--- config.mk ---
export PLATFORM = sky130hd
export DESIGN_NAME = dtone_gen
export DESIGN_NICKNAME = d
export VERILOG_FILES = /design/src/rtl/dtone_pkg.sv /design/src/rtl/dtone_tick_gen.sv /design/src/rtl/dtone_phase_acc.sv /design/src/rtl/dtone_sine_rom.sv /design/src/rtl/dtone_mixer.sv /design/src/rtl/dtone_gen.sv
export SDC_FILE = /design/constraint.sdc
export NUM_CORES = 1
export LEC_CHECK = 0
export BUFFER_PORTS_ARGS = -buffer_cell sky130_fd_sc_hd__buf_2
export CAP_MARGIN = 20
export CELL_PAD_IN_SITES_DETAIL_PLACEMENT = 1
export CELL_PAD_IN_SITES_GLOBAL_PLACEMENT = 1
export CORE_ASPECT_RATIO = 2
export CORE_MARGIN = 2
export CORE_UTILIZATION = 40
export CTS_CLUSTER_SIZE = 30
export DETAILED_ROUTE_END_ITERATION = 7
export PLACE_DENSITY = 0.73
export SYNTH_ARGS = -nofsm -noshare
export SYNTH_HDL_FRONTEND = slang
export SYNTH_HIERARCHICAL = 1
export SYNTH_SLANG_ARGS = --single-unit
--- constraint.sdc ---
create_clock -name clk -period 3 [get_ports clk]
set_input_delay 0.15 -clock clk [delete_from_list [all_inputs] [get_ports clk]]
set_output_delay 0.15 -clock clk [all_outputs]
set_load 0.005 [all_outputs]
--- src/rtl/dtone_pkg.sv ---
package dtone_pkg;

  localparam int SAMP_W   = 8;
  localparam int AMP      = (1 << (SAMP_W - 1)) - 1;
  localparam int FRAC     = 30;
  localparam longint PI_FX = 64'sd3373259426;

  typedef enum logic [1:0] {
    M_NONE = 2'b00,
    M_LO   = 2'b01,
    M_HI   = 2'b10,
    M_BOTH = 2'b11
  } tone_mode_e;

  // Signed sine entry for a table of 2**aw points, scaled to amp.
  // Quarter-wave folding plus a fixed-point Taylor series.
  function automatic int sine_entry(int idx, int aw, int amp);
    longint n;
    longint half;
    longint quarter;
    longint i;
    longint q;
    longint x;
    longint term;
    longint sum;
    longint r;
    bit     neg;
    n       = longint'(1) << aw;
    half    = n / 2;
    quarter = n / 4;
    i       = longint'(idx) % n;
    neg     = (i >= half);
    if (neg) i = i - half;
    q       = (i > quarter) ? (half - i) : i;
    x       = (q * PI_FX) / half;
    term    = x;
    sum     = x;
    for (int k = 1; k <= 8; k++) begin
      term = -((((term * x) >>> FRAC) * x) >>> FRAC) / longint'((2 * k) * (2 * k + 1));
      sum  = sum + term;
    end
    r = (longint'(amp) * sum + (longint'(1) << (FRAC - 1))) >>> FRAC;
    return neg ? -int'(r) : int'(r);
  endfunction

  // Combine two signed table values according to the mode and convert
  // the signed result to offset binary.
  function automatic logic [SAMP_W-1:0] mix_sample(
    logic signed [SAMP_W-1:0] a,
    logic signed [SAMP_W-1:0] b,
    tone_mode_e               m
  );
    logic signed [SAMP_W-1:0] s;
    case (m)
      M_BOTH:  s = (a >>> 1) + (b >>> 1);
      M_LO:    s = a;
      M_HI:    s = b;
      default: s = '0;
    endcase
    return s ^ {1'b1, {(SAMP_W-1){1'b0}}};
  endfunction

endpackage

--- src/rtl/dtone_tick_gen.sv ---
module dtone_tick_gen #(
  parameter int DIV = 221
) (
  input  logic clk,
  input  logic rst,
  output logic tick
);
  localparam int CW = (DIV > 1) ? $clog2(DIV) : 1;
  localparam logic [CW-1:0] LAST = CW'(DIV - 1);

  logic [CW-1:0] cnt;

  always_ff @(posedge clk) begin
    if (rst)              cnt <= '0;
    else if (cnt == LAST) cnt <= '0;
    else                  cnt <= cnt + 1'b1;
  end

  assign tick = (cnt == LAST);

  // a tick never lasts two cycles
  a_r2_single_cycle_tick: assert property (@(posedge clk) disable iff (rst)
    tick |=> !tick);

  // the divider wraps back to zero after the tick
  a_r2_wrap_after_tick: assert property (@(posedge clk) disable iff (rst)
    tick |=> (cnt == '0));

endmodule

--- src/rtl/dtone_phase_acc.sv ---
module dtone_phase_acc #(
  parameter int ACC_W = 16,
  parameter int IDX_W = 8
) (
  input  logic             clk,
  input  logic             rst,
  input  logic             tick,
  input  logic             en,
  input  logic [ACC_W-1:0] inc,
  output logic [IDX_W-1:0] idx
);
  logic [ACC_W-1:0] acc;
  logic             step_w;

  assign step_w = tick && en;

  always_ff @(posedge clk) begin
    if (rst)         acc <= '0;
    else if (step_w) acc <= acc + inc;
  end

  assign idx = acc[ACC_W-1 -: IDX_W];

  // an enabled tick adds the increment modulo 2**ACC_W
  a_r3_step_adds_inc: assert property (@(posedge clk) disable iff (rst)
    step_w |=> (acc == ACC_W'($past(acc) + $past(inc))));

  // without an enabled tick the phase is kept
  a_r3_phase_kept: assert property (@(posedge clk) disable iff (rst)
    !step_w |=> $stable(acc));

endmodule

--- src/rtl/dtone_sine_rom.sv ---
module dtone_sine_rom
  import dtone_pkg::*;
#(
  parameter int ADDR_W = 8,
  parameter int NPORT  = 2
) (
  input  logic                        clk,
  input  logic [NPORT*ADDR_W-1:0]     addr,
  output logic [NPORT*SAMP_W-1:0]     data
);
  localparam int DEPTH = 1 << ADDR_W;

  logic [SAMP_W-1:0] tbl [DEPTH];

  for (genvar g = 0; g < DEPTH; g++) begin : g_tbl
    localparam int VAL = sine_entry(g, ADDR_W, AMP);
    assign tbl[g] = SAMP_W'(VAL);
  end

  for (genvar p = 0; p < NPORT; p++) begin : g_port
    always_ff @(posedge clk) begin
      data[p*SAMP_W +: SAMP_W] <= tbl[addr[p*ADDR_W +: ADDR_W]];
    end
  end

endmodule

--- src/rtl/dtone_mixer.sv ---
module dtone_mixer
  import dtone_pkg::*;
(
  input  logic signed [SAMP_W-1:0] lo_val,
  input  logic signed [SAMP_W-1:0] hi_val,
  input  tone_mode_e               mode,
  output logic        [SAMP_W-1:0] sample
);
  always_comb sample = mix_sample(lo_val, hi_val, mode);
endmodule

--- src/rtl/dtone_gen.sv ---
module dtone_gen
  import dtone_pkg::*;
#(
  parameter int ACC_W    = 16,
  parameter int ADDR_W   = 8,
  parameter int TICK_DIV = 221
) (
  input  logic              clk,
  input  logic              rst,
  input  logic              lo_en,
  input  logic              hi_en,
  input  logic [ACC_W-1:0]  lo_inc,
  input  logic [ACC_W-1:0]  hi_inc,
  output logic [SAMP_W-1:0] dac_out,
  output logic              dac_valid
);
  localparam int NTONE = 2;

  logic                     tick_w;
  logic [NTONE-1:0]         en_v;
  logic [ACC_W-1:0]         inc_v [NTONE];
  logic [NTONE*ADDR_W-1:0]  idx_bus;
  logic [NTONE*SAMP_W-1:0]  rom_bus;
  logic [SAMP_W-1:0]        mix_w;
  tone_mode_e               mode_q;
  logic                     s1_v;
  logic                     s2_v;
  logic [SAMP_W-1:0]        pend;
  logic                     pend_full;

  assign en_v     = {hi_en, lo_en};
  assign inc_v[0] = lo_inc;
  assign inc_v[1] = hi_inc;

  dtone_tick_gen #(.DIV(TICK_DIV)) u_tick (
    .clk  (clk),
    .rst  (rst),
    .tick (tick_w)
  );

  for (genvar g = 0; g < NTONE; g++) begin : g_tone
    dtone_phase_acc #(.ACC_W(ACC_W), .IDX_W(ADDR_W)) u_acc (
      .clk  (clk),
      .rst  (rst),
      .tick (tick_w),
      .en   (en_v[g]),
      .inc  (inc_v[g]),
      .idx  (idx_bus[g*ADDR_W +: ADDR_W])
    );
  end

  dtone_sine_rom #(.ADDR_W(ADDR_W), .NPORT(NTONE)) u_rom (
    .clk  (clk),
    .addr (idx_bus),
    .data (rom_bus)
  );

  dtone_mixer u_mix (
    .lo_val (rom_bus[0 +: SAMP_W]),
    .hi_val (rom_bus[SAMP_W +: SAMP_W]),
    .mode   (mode_q),
    .sample (mix_w)
  );

  // Stage tracking: tick edge -> table read -> mix into pending slot.
  always_ff @(posedge clk) begin
    if (rst) begin
      mode_q <= M_NONE;
      s1_v   <= 1'b0;
      s2_v   <= 1'b0;
    end else begin
      if (tick_w) mode_q <= tone_mode_e'(en_v);
      s1_v <= tick_w && (|en_v);
      s2_v <= s1_v;
    end
  end

  // Pending sample waits for the next tick before it reaches the output.
  always_ff @(posedge clk) begin
    if (rst) begin
      pend      <= '0;
      pend_full <= 1'b0;
      dac_out   <= {1'b1, {(SAMP_W-1){1'b0}}};
      dac_valid <= 1'b0;
    end else begin
      if (s2_v) begin
        pend      <= mix_w;
        pend_full <= 1'b1;
      end else if (tick_w) begin
        pend_full <= 1'b0;
      end
      if (tick_w) begin
        dac_valid <= pend_full;
        if (pend_full) dac_out <= pend;
      end else begin
        dac_valid <= 1'b0;
      end
    end
  end

  // the strobe follows a tick edge only
  a_r8_strobe_after_tick: assert property (@(posedge clk) disable iff (rst)
    dac_valid |-> $past(tick_w));

  // the output moves only together with the strobe
  a_r7_out_holds: assert property (@(posedge clk) disable iff (rst)
    !dac_valid |-> (dac_out == $past(dac_out)));

  // a sample is mixed before the following tick arrives
  a_r8_mix_before_tick: assert property (@(posedge clk) disable iff (rst)
    s2_v |-> !tick_w);

endmodule

Word-level counts from Yosys, hierarchy flattened. Memories as Yosys holds them, arrays and structs flattened. A register that Yosys moved wholly into a read port is not among the register bits. Cells that the tools add are included.

Memory bits (read-only): 4096. Memories: 2. Output and inout bits: 9. Register bits after elaboration: 62. Word-level logic and storage cells: 35.

Memories: (name not given) (depth 256, width 8, rd ports 1, clocked after Yosys merged registers in 1, write ports 0, line dtone_sine_rom.sv:22) `data[p*SAMP_W +: SAMP_W] <= tbl[addr[p*ADDR_W +: ADDR_W]];`; (name not given) (depth 256, width 8, rd ports 1, clocked after Yosys merged registers in 1, write ports 0, line dtone_sine_rom.sv:22).

Bitwise logic cells: 4. Eq/ne operators: 4. Reductions and logical operators: 8. Add/sub/neg operators: 4. Muxes and demuxes: 3.

Operator list (number): adder 16 bit (2); case mux 8 bit (3 select lines) (1); inverter 8 -> 9 bit (2); adder 7 x 7 -> 8 bit (1); adder 8 x 1 -> 8 bit, second input constant (1); equality test 8 bit, second input constant (1); OR reduction 2 bit (3); equality test 2 bit, second input constant (2); logical AND 1 bit (3); equality test 2 x 1 -> 1 bit, second input constant (1); two-way mux 1 bit (2); inverter 1 bit (2); AND reduction 2 bit (1); nonzero test 2 bit (1).

Depth between registers and ports, before layout. Gate-level depths: netlist (run 1).

Depth in word-level cells: 3. Depth in mapped cells: 12. Gate-level depth less buffers: 9.

Cells and area by module. Netlist (run 1), hierarchy kept.

Modules (own cells, without submodules): dtone_sine_rom (cells an instance 673, area each 4264.1 um^2, seq. area each 320.3 um^2, times used 1); dtone_phase_acc at g_tone[1].u_acc (cells an instance 192, area each 1482.7 um^2, seq. area each 320.3 um^2, times used 1); dtone_phase_acc at g_tone[0].u_acc (cells an instance 179, area each 1395.1 um^2, seq. area each 320.3 um^2, times used 1); dtone_gen (cells an instance 80, area each 834.6 um^2, seq. area each 440.4 um^2, times used 1); dtone_mixer (cells an instance 56, area each 444.2 um^2, seq. area each 0.0 um^2, times used 1); dtone_tick_gen (cells an instance 44, area each 377.9 um^2, seq. area each 160.2 um^2, times used 1).

Least setup slack after synthesis (run 1). No wires, ideal clock.

Path type: reg-to-reg. Start: register g_tone[1].u_acc.acc[8]. End: register u_rom.data[9]. Cell stages (with the launch flop): 12. Data arrival time: 2.449 ns. Buffers on the path: 3. Path slack: 0.425 ns. Setup time: 0.126 ns. Required time: 2.874 ns. Path through: dfxtp_1 buf_4 clkbuf_1 inv_1 ha_1 clkbuf_1 nor2_1 a221oi_1 a2111oi_0 nand4b_1 a211oi_1 nor4_2.

Longest elaborated chain between the ends: 1.

Ends and longest elaborated chain: start, declared (line dtone_phase_acc.sv:12) `logic [ACC_W-1:0] acc;`; start signal, assigned (line dtone_phase_acc.sv:19) `else if (step_w) acc <= acc + inc;`; inverter 8 -> 9 bit (not written as such) (line dtone_sine_rom.sv:22); end, declared (line dtone_sine_rom.sv:9) `output logic [NPORT*SAMP_W-1:0] data`.

Every way passes these cells. A chain may end at the register's enable or synchronous reset.

Final worst setup path (run 1).
Start: register g_tone[0].u_acc.acc[0]. End: register g_tone[0].u_acc.acc[12].

Longest elaborated chain between the ends: 1.

Ends and longest elaborated chain (line): start, declared (dtone_phase_acc.sv:12); start signal, assigned (dtone_phase_acc.sv:19); adder 16 bit (dtone_phase_acc.sv:19).

Every way passes these cells.

==> impl_metrics.env, run 1 <==
export IMPL_cts_made_buffers=9
export IMPL_end_kind="register"
export IMPL_core_area_um2=21590
export IMPL_post_drt_wl_per_cell_um=21.85
export IMPL_hold_buffers=0
export IMPL_setup_viol=0
export IMPL_yosysMostFrequentCell="nand2_1"
export IMPL_criticalPathCategory="reg2reg"
export IMPL_grt_setup_unrepaired="false"
export IMPL_postCtsSetupRepairBufs=0
export IMPL_fp_dieArea_um2=23270
export IMPL_pre_cts_slack_ps=437.7
export IMPL_cts_tree="yes"
export IMPL_startpoint_type="register"
export IMPL_clock_path_buffers=2
export IMPL_slew_violations=0
export IMPL_place_inst=1469
export IMPL_htreeDepth=3
export IMPL_r2r_start="g_tone[0].u_acc/acc[0]"
export IMPL_synth_cells=1224
export IMPL_worst_slew_pin_slew_ps=803.0
export IMPL_drt_first_pass_iters=5
export IMPL_crit_start="g_tone[0].u_acc/acc[0]"
export IMPL_synth_top_area_share_pct=17.75
export IMPL_first_iter_violations=560
export IMPL_yosysWarnings=6
export IMPL_dp_hpwl_mm=24.56
export IMPL_grt_pass1_wl_mm=51.54
export IMPL_tns_ps=0
export IMPL_finalHoldViolCount=0
export IMPL_fin_nets=1309
export IMPL_min_path_type="in2reg"
export IMPL_place_gp_congestion=0.9688
export IMPL_ys_seq_elements=78
export IMPL_syn_nets=1326
export IMPL_io_pins=45
export IMPL_grt_overflow_total=0
export IMPL_drc=0
export IMPL_clkLatencyLatePin_ps=360
export IMPL_final_antenna_net_count=0
export IMPL_portBuffers=44
export IMPL_grt_usage_pct=28.29
export IMPL_rr_worst_depth=7
export IMPL_die_w_um=108.9
export IMPL_netlist_top_cell_by_area="dfxtp_1"
export IMPL_power_density_nw_per_um2=240.2
export IMPL_final_cells=1485
export IMPL_cts_sinks=78
export IMPL_fin_crit_sh_pct=87.00
export IMPL_cp_max_fo=3
export IMPL_layout_setup_ws_ps=390.1
export IMPL_regToRegSetupSlack_ps=390
export IMPL_synth_area_leaders="dfxtp_1, ha_1, a21oi_1"
export IMPL_worstPathRequired_ps=3240
export IMPL_grt_max_degree=72
export IMPL_yosys_cell_types_count=93
export IMPL_diodes=0
export IMPL_status="finished clean"
export IMPL_synth_edf_count=0
export IMPL_die_h_um=213.7
export IMPL_initial_utilization_pct=40.76
export IMPL_async_flop_share_pct=0
export IMPL_crit_arrival_ps=2850
export IMPL_drive_above_1_share_pct=13.20
export IMPL_yosys_top_cells_count="nand2_1, nor2_1, a21oi_1"
export IMPL_grt_pass1_vias=9959
export IMPL_ir_drop_v=0.0002497
export IMPL_vias_per_cell=6.453
export IMPL_leakage_nw=3.644
export IMPL_period_minus_slack_ps=2610
export IMPL_clockRootBuffer="clkbuf_16"
export IMPL_path_clk_slew_ps=70
export IMPL_cts_resized=0
export IMPL_skew_ps=12.04
export IMPL_vias=9583
export IMPL_maxCapViolCount=0
export IMPL_crit_path_end="g_tone[0].u_acc/acc[12]"
export IMPL_timing_rr_end="g_tone[0].u_acc/acc[12]"
export IMPL_yosysSeqAreaShare_pct=17.75
export IMPL_drt_total_wl_mm=32.44
export IMPL_clock_fmax_mhz=383.2
export IMPL_fp_row_count=76
export IMPL_relSlewSlack_pct=46.40
export IMPL_synth_top_flop_cell="dfxtp_1"
export IMPL_antenna_found_initial=0
export IMPL_area_delta_synth_final_pct=7.736
export IMPL_power_mw=2.277
export IMPL_synth_area_um2=8798
export IMPL_syn_area_per_cell_um2=7.188
[per-layer routing]
metal  track usage [%]  vias to the layer above  wire, um
met4             20.51                        0      2509
met5                 0                        -         0
met2             52.43                      273     17140
met1             28.49                     4664     11880
li1                  -                     4508         -
met3             2.888                      138       913
[cell usage in the layout (no fill, tap or decap), drive strengths merged, types with 7 or more instances in the layout]
| cell | netlist | final |
|---|---|---|
| a211oi | 35 | 35 |
| nor2b | 24 | 24 |
| a21oi | 109 | 109 |
| a311oi | 8 | 8 |
| dfxtp | 78 | 78 |
| o22ai | 11 | 11 |
| o311ai | 13 | 13 |
| a21bo | 7 | 7 |
| o31ai | 9 | 9 |
| buf | 64 | 88 |
| nand3b | 13 | 13 |
| a21o | 23 | 23 |
| a211o | 13 | 13 |
| clkbuf | 52 | 9 |
| o21bai | 10 | 10 |
| nor3b | 12 | 12 |
| xnor2 | 14 | 14 |
| o21ai | 91 | 91 |
| or2 | 8 | 8 |
| nor3 | 35 | 35 |
| nor2 | 111 | 111 |
| a221oi | 8 | 8 |
| nand2b | 32 | 32 |
| and3 | 10 | 10 |
| inv | 31 | 34 |
| nand3 | 44 | 44 |
| mux2i | 14 | 14 |
| ha | 63 | 63 |
| o211ai | 21 | 21 |
| and2 | 10 | 10 |
| nand4 | 7 | 7 |
| nand2 | 117 | 117 |
| o21a | 8 | 8 |
| a31oi | 24 | 24 |
[where the power goes]
part           total, mW  leakage (nW)  switching [mW]  internal, mW
clock network       1.08         0.138           0.511         0.571
logic              0.149          2.87          0.0920        0.0571
registers           1.05         0.632         0.00609          1.04
total               2.28          3.64           0.609          1.67
[sequential cells by signal, summed over array words and instances (netlist names)]
signal / flops
s1_v: 1
pend: 8
dac_out: 8
dac_valid: 1
mode_q: 2
s2_v: 1
pend_full: 1
g_tone.u_acc/acc: 32
u_tick/cnt: 8
u_rom/data: 16
[worst min-delay path by stage]
stage / startpoint / to / slack [ps] / cells after the start
4_1_cts: hi_en / mode_q[1] / 80 / 3
6_report: hi_en / mode_q[1] / 90 / 3
5_1_grt: hi_en / s1_v / 110 / 3
3_5_place_dp: s1_v / s2_v / 430 / 1
3_3_place_gp: s1_v / s2_v / 420 / 1
2_1_floorplan: rst / u_tick/cnt[5] / 220 / 1
[critical path, stage by stage (launching register included)]
cell	delay [ps]
dfxtp_1	320
ha_1	230
fa_1	450
a211oi_1	390
o21ai_0	270
a21oi_1	310
o21ai_0	180
o311ai_0	350
[cells by family after synthesis]
logic type | share of synthesized area [%]
xor gates and xnor gates | 1.891
buffers and inverters | 7.750
adders and majority gates | 9.642
DFF | 17.75
muxes | 3.129
AOI/OAI and AO/OA | 34.74
and+or+nand+nor | 25.10
[area by class of cell]
| cell class | count | area, um2 |
|---|---|---|
| clock buffer | 9 | 225.2 |
| clock inverter | 7 | 55.05 |
| fill | 2750 | 12110 |
| tap | 273 | 341.6 |
| multi-input combinational | 998 | 6555 |
| inverter | 32 | 120.1 |
| timing repair buffer | 88 | 613.1 |
| sequential | 78 | 1569 |
[metrics by stage]
stage	instance area, um2	utilization, %	hold slack, ps
final	9479	43.91	85.65
after detailed placement	9199	42.62	433.7
after floorplan	8798	-	219.1
after CTS	9479	43.91	81.60
after global placement	9199	42.62	417.8
after global routing	9479	43.91	111.5
No activity file was read; power rests on OpenSTA's default activity.
==> run 2, diff against run 1 <==
ABC_AREA = 1   (was not set)
PLACE_DENSITY = 0.78   (was 0.73)
==> run 2 against run 1 <==
Effect of this change: clock power increased by 12%; utilization shrank 0.73 points; die area up 1.6%; synthesized area is 1.7% higher; non-clock buffer count shrank 25; worst hold slack gained 12 ps; via count rose by 12%; sequential power hardly changed; critical path type unchanged; critical endpoint is now u_rom/data[9]; highest routed layer is now met5.
==> impl_metrics.env, run 2 <==
export IMPL_drc=0
export IMPL_setup_viol=0
export IMPL_clockPowerShare_pct=50.2
export IMPL_finalHoldViolCount=0
export IMPL_largest_register_ffs=32
export IMPL_yosysMostFrequentCell="nand2_1"
export IMPL_yosys_top_cells_count="nand2_1, inv_1, nand3_1"
export IMPL_yosysWarnings=6
export IMPL_layout_common_cells="nand2_1, inv_1, nand3_1"
export IMPL_first_iter_violations=444
export IMPL_syn_nets=1708
export IMPL_grt_setup_unrepaired="false"
export IMPL_p_seq_share_pct=43.4
export IMPL_cp_max_fo=11
export IMPL_postCtsSetupRepairBufs=0
export IMPL_netlist_top_cell_by_area="nand2_1"
export IMPL_synth_area_um2=8945
export IMPL_grt_overflow_total=0
export IMPL_portBuffers=44
export IMPL_synth_top_area_share_pct=24.34
export IMPL_ys_seq_elements=78
export IMPL_worst_slew_pin_slew_ps=873.8
export IMPL_clockRootBuffer="clkbuf_16"
export IMPL_grt_max_degree=29
export IMPL_maxCapViolCount=0
export IMPL_status="finished clean"
export IMPL_place_gp_congestion=1.111
export IMPL_place_inst=1886
export IMPL_die_w_um=109.7
export IMPL_pwr_share_comb_pct=6.4
export IMPL_drt_first_pass_iters=5
export IMPL_antenna_found_initial=3
export IMPL_synth_top_flop_cell="dfxtp_1"
export IMPL_synth_cells=1606
export IMPL_pre_cts_slack_ps=581.4
export IMPL_initial_utilization_pct=40.54
export IMPL_drive_above_1_share_pct=9.102
export IMPL_leakage_nw=5.377
export IMPL_clock_path_buffers=2
export IMPL_crit_start="g_tone[1].u_acc/acc[8]"
export IMPL_p_int_mw=1.822
export IMPL_post_drt_wl_per_cell_um=20.73
export IMPL_die_h_um=215.5
export IMPL_clkLatencyLatePin_ps=360
export IMPL_min_from="lo_en"
export IMPL_cts_resized=0
export IMPL_grt_pass1_vias=11290
export IMPL_final_common_cell="nand2_1"
export IMPL_criticalPathCategory="reg2reg"
export IMPL_tns_ps=0
export IMPL_fin_crit_sh_pct=89.03
export IMPL_top_register="g_tone.u_acc/acc"
export IMPL_r2r_start="g_tone[1].u_acc/acc[8]"
export IMPL_power_density_nw_per_um2=252.2
export IMPL_core_area_um2=22060
export IMPL_period_minus_slack_ps=2671
export IMPL_startpoint_type="register"
export IMPL_htreeDepth=3
export IMPL_fin_nets=1723
export IMPL_cts_sinks=78
export IMPL_end_kind="register"
export IMPL_relSlewSlack_pct=41.74
export IMPL_io_pins=45
export IMPL_area_delta_synth_final_pct=6.504
export IMPL_drt_total_wl_mm=39.48
export IMPL_rr_worst_depth=12
export IMPL_reg_top3="g_tone.u_acc/acc: 32 flops, u_rom/data: 16 flops"
export IMPL_vias_per_cell=5.632
export IMPL_final_antenna_net_count=0
export IMPL_path_clk_slew_ps=60
export IMPL_grt_pass1_wl_mm=60.98
export IMPL_layout_setup_ws_ps=329.2
export IMPL_dp_hpwl_mm=30.58
export IMPL_clock_fmax_mhz=374.4
export IMPL_hold_buffers=0
export IMPL_hold_depth=3
export IMPL_min_path_type="in2reg"
export IMPL_yosysSeqAreaShare_pct=17.46
export IMPL_ir_drop_v=0.0001843
export IMPL_fp_row_count=77
export IMPL_p_switching_uw=580.4
export IMPL_syn_area_per_cell_um2=5.570
export IMPL_slew_violations=0
export IMPL_yosys_cell_types_count=44
export IMPL_async_flop_share_pct=0
export IMPL_crit_arrival_ps=2930
export IMPL_cts_tree="yes"
export IMPL_synth_area_leaders="nand2_1, dfxtp_1, nand3_1"
export IMPL_timing_rr_end="u_rom/data[9]"
export IMPL_worstPathRequired_ps=3250
export IMPL_vias=10720
export IMPL_fp_dieArea_um2=23650
export IMPL_grt_usage_pct=34.57
export IMPL_regToRegSetupSlack_ps=330
export IMPL_final_cells=1904
export IMPL_cts_made_buffers=9
export IMPL_skew_ps=6.842
export IMPL_synth_edf_count=0
export IMPL_hold_end="s1_v"
export IMPL_p_sw_share_pct=24.16
==> run 2: cell count changes after synthesis, moves of 30 or more <==
cell | previous run | this run
clkbuf_1 | 52 | 3
nor2_1 | 110 | 178
a211oi_1 | 30 | 0
nand3_1 | 42 | 183
nand2_1 | 115 | 580
inv_1 | 30 | 194
a21oi_1 | 104 | 63
nand2b_1 | 32 | 0
nor3_1 | 35 | 4
==> run 2: through the flow <==
step                utilization [%]  hold slack [ps]  power, mW  cell area (um2)
CTS                           43.16            86.08      2.426             9522
floorplan                         -            219.1      1.158             8945
global placement              41.73            431.4      1.213             9206
finish                        43.18            98.01      2.402             9527
global route                  43.16            116.1      2.482             9522
detailed placement            41.73            445.2      1.218             9206
==> run 2: worst max-delay path, cell delays in order (launching register included) <==
cell,delay (ps)
dfxtp_1,570
inv_1,270
ha_1,460
inv_1,180
nand2_2,140
nand3_1,180
nand2_1,70
inv_1,50
nand2_1,40
nand2_1,60
nand3_1,270
nor2_1,210
nor2_1,70
==> run 2: metal layers <==
metal / global-route usage (%) / vias to the layer above / wire length [um]
met4: 31.65 / 4 / 4490
met1: 29.39 / 5039 / 11920
met3: 10.96 / 238 / 2750
met2: 60.99 / 375 / 20300
li1: - / 5068 / -
met5: 0 / - / 24
==> run 2: logic make-up after synthesis <==
kind of cell    Yosys count  synth area share, %
compound gates          161                9.834
xor+xnor                 15                1.469
buf+inv                 279                14.32
simple gates           1007                47.43
flops                    78                17.46
fa+ha+maj                66                9.484
==> run 2: how the worst max path moves through the flow <==
stage	end	cells after the start
2_1_floorplan	u_rom/data[0]	13
3_3_place_gp	u_rom/data[9]	12
3_5_place_dp	u_rom/data[9]	12
4_1_cts	u_rom/data[9]	12
5_1_grt	u_rom/data[9]	12
6_report	u_rom/data[9]	12
==> run 2: layout make-up <==
class | instances | area, um2
clock inverter | 6 | 86.33
inverter | 220 | 834.6
clock buffer | 10 | 229.0
multi-input combinational | 1249 | 6102
timing repair buffer | 63 | 362.8
antenna | 2 | 5.005
sequential | 78 | 1562
fill | 3182 | 12540
tap | 276 | 345.3
==> run 2: power groups by stage <==
stage	clock, mW	combinational (mW)	sequential (mW)
2_1_floorplan	0	0.0934	1.06
3_3_place_gp	0	0.147	1.07
3_5_place_dp	0	0.152	1.07
4_1_cts	1.23	0.154	1.04
5_1_grt	1.27	0.173	1.04
6_report	1.21	0.154	1.04
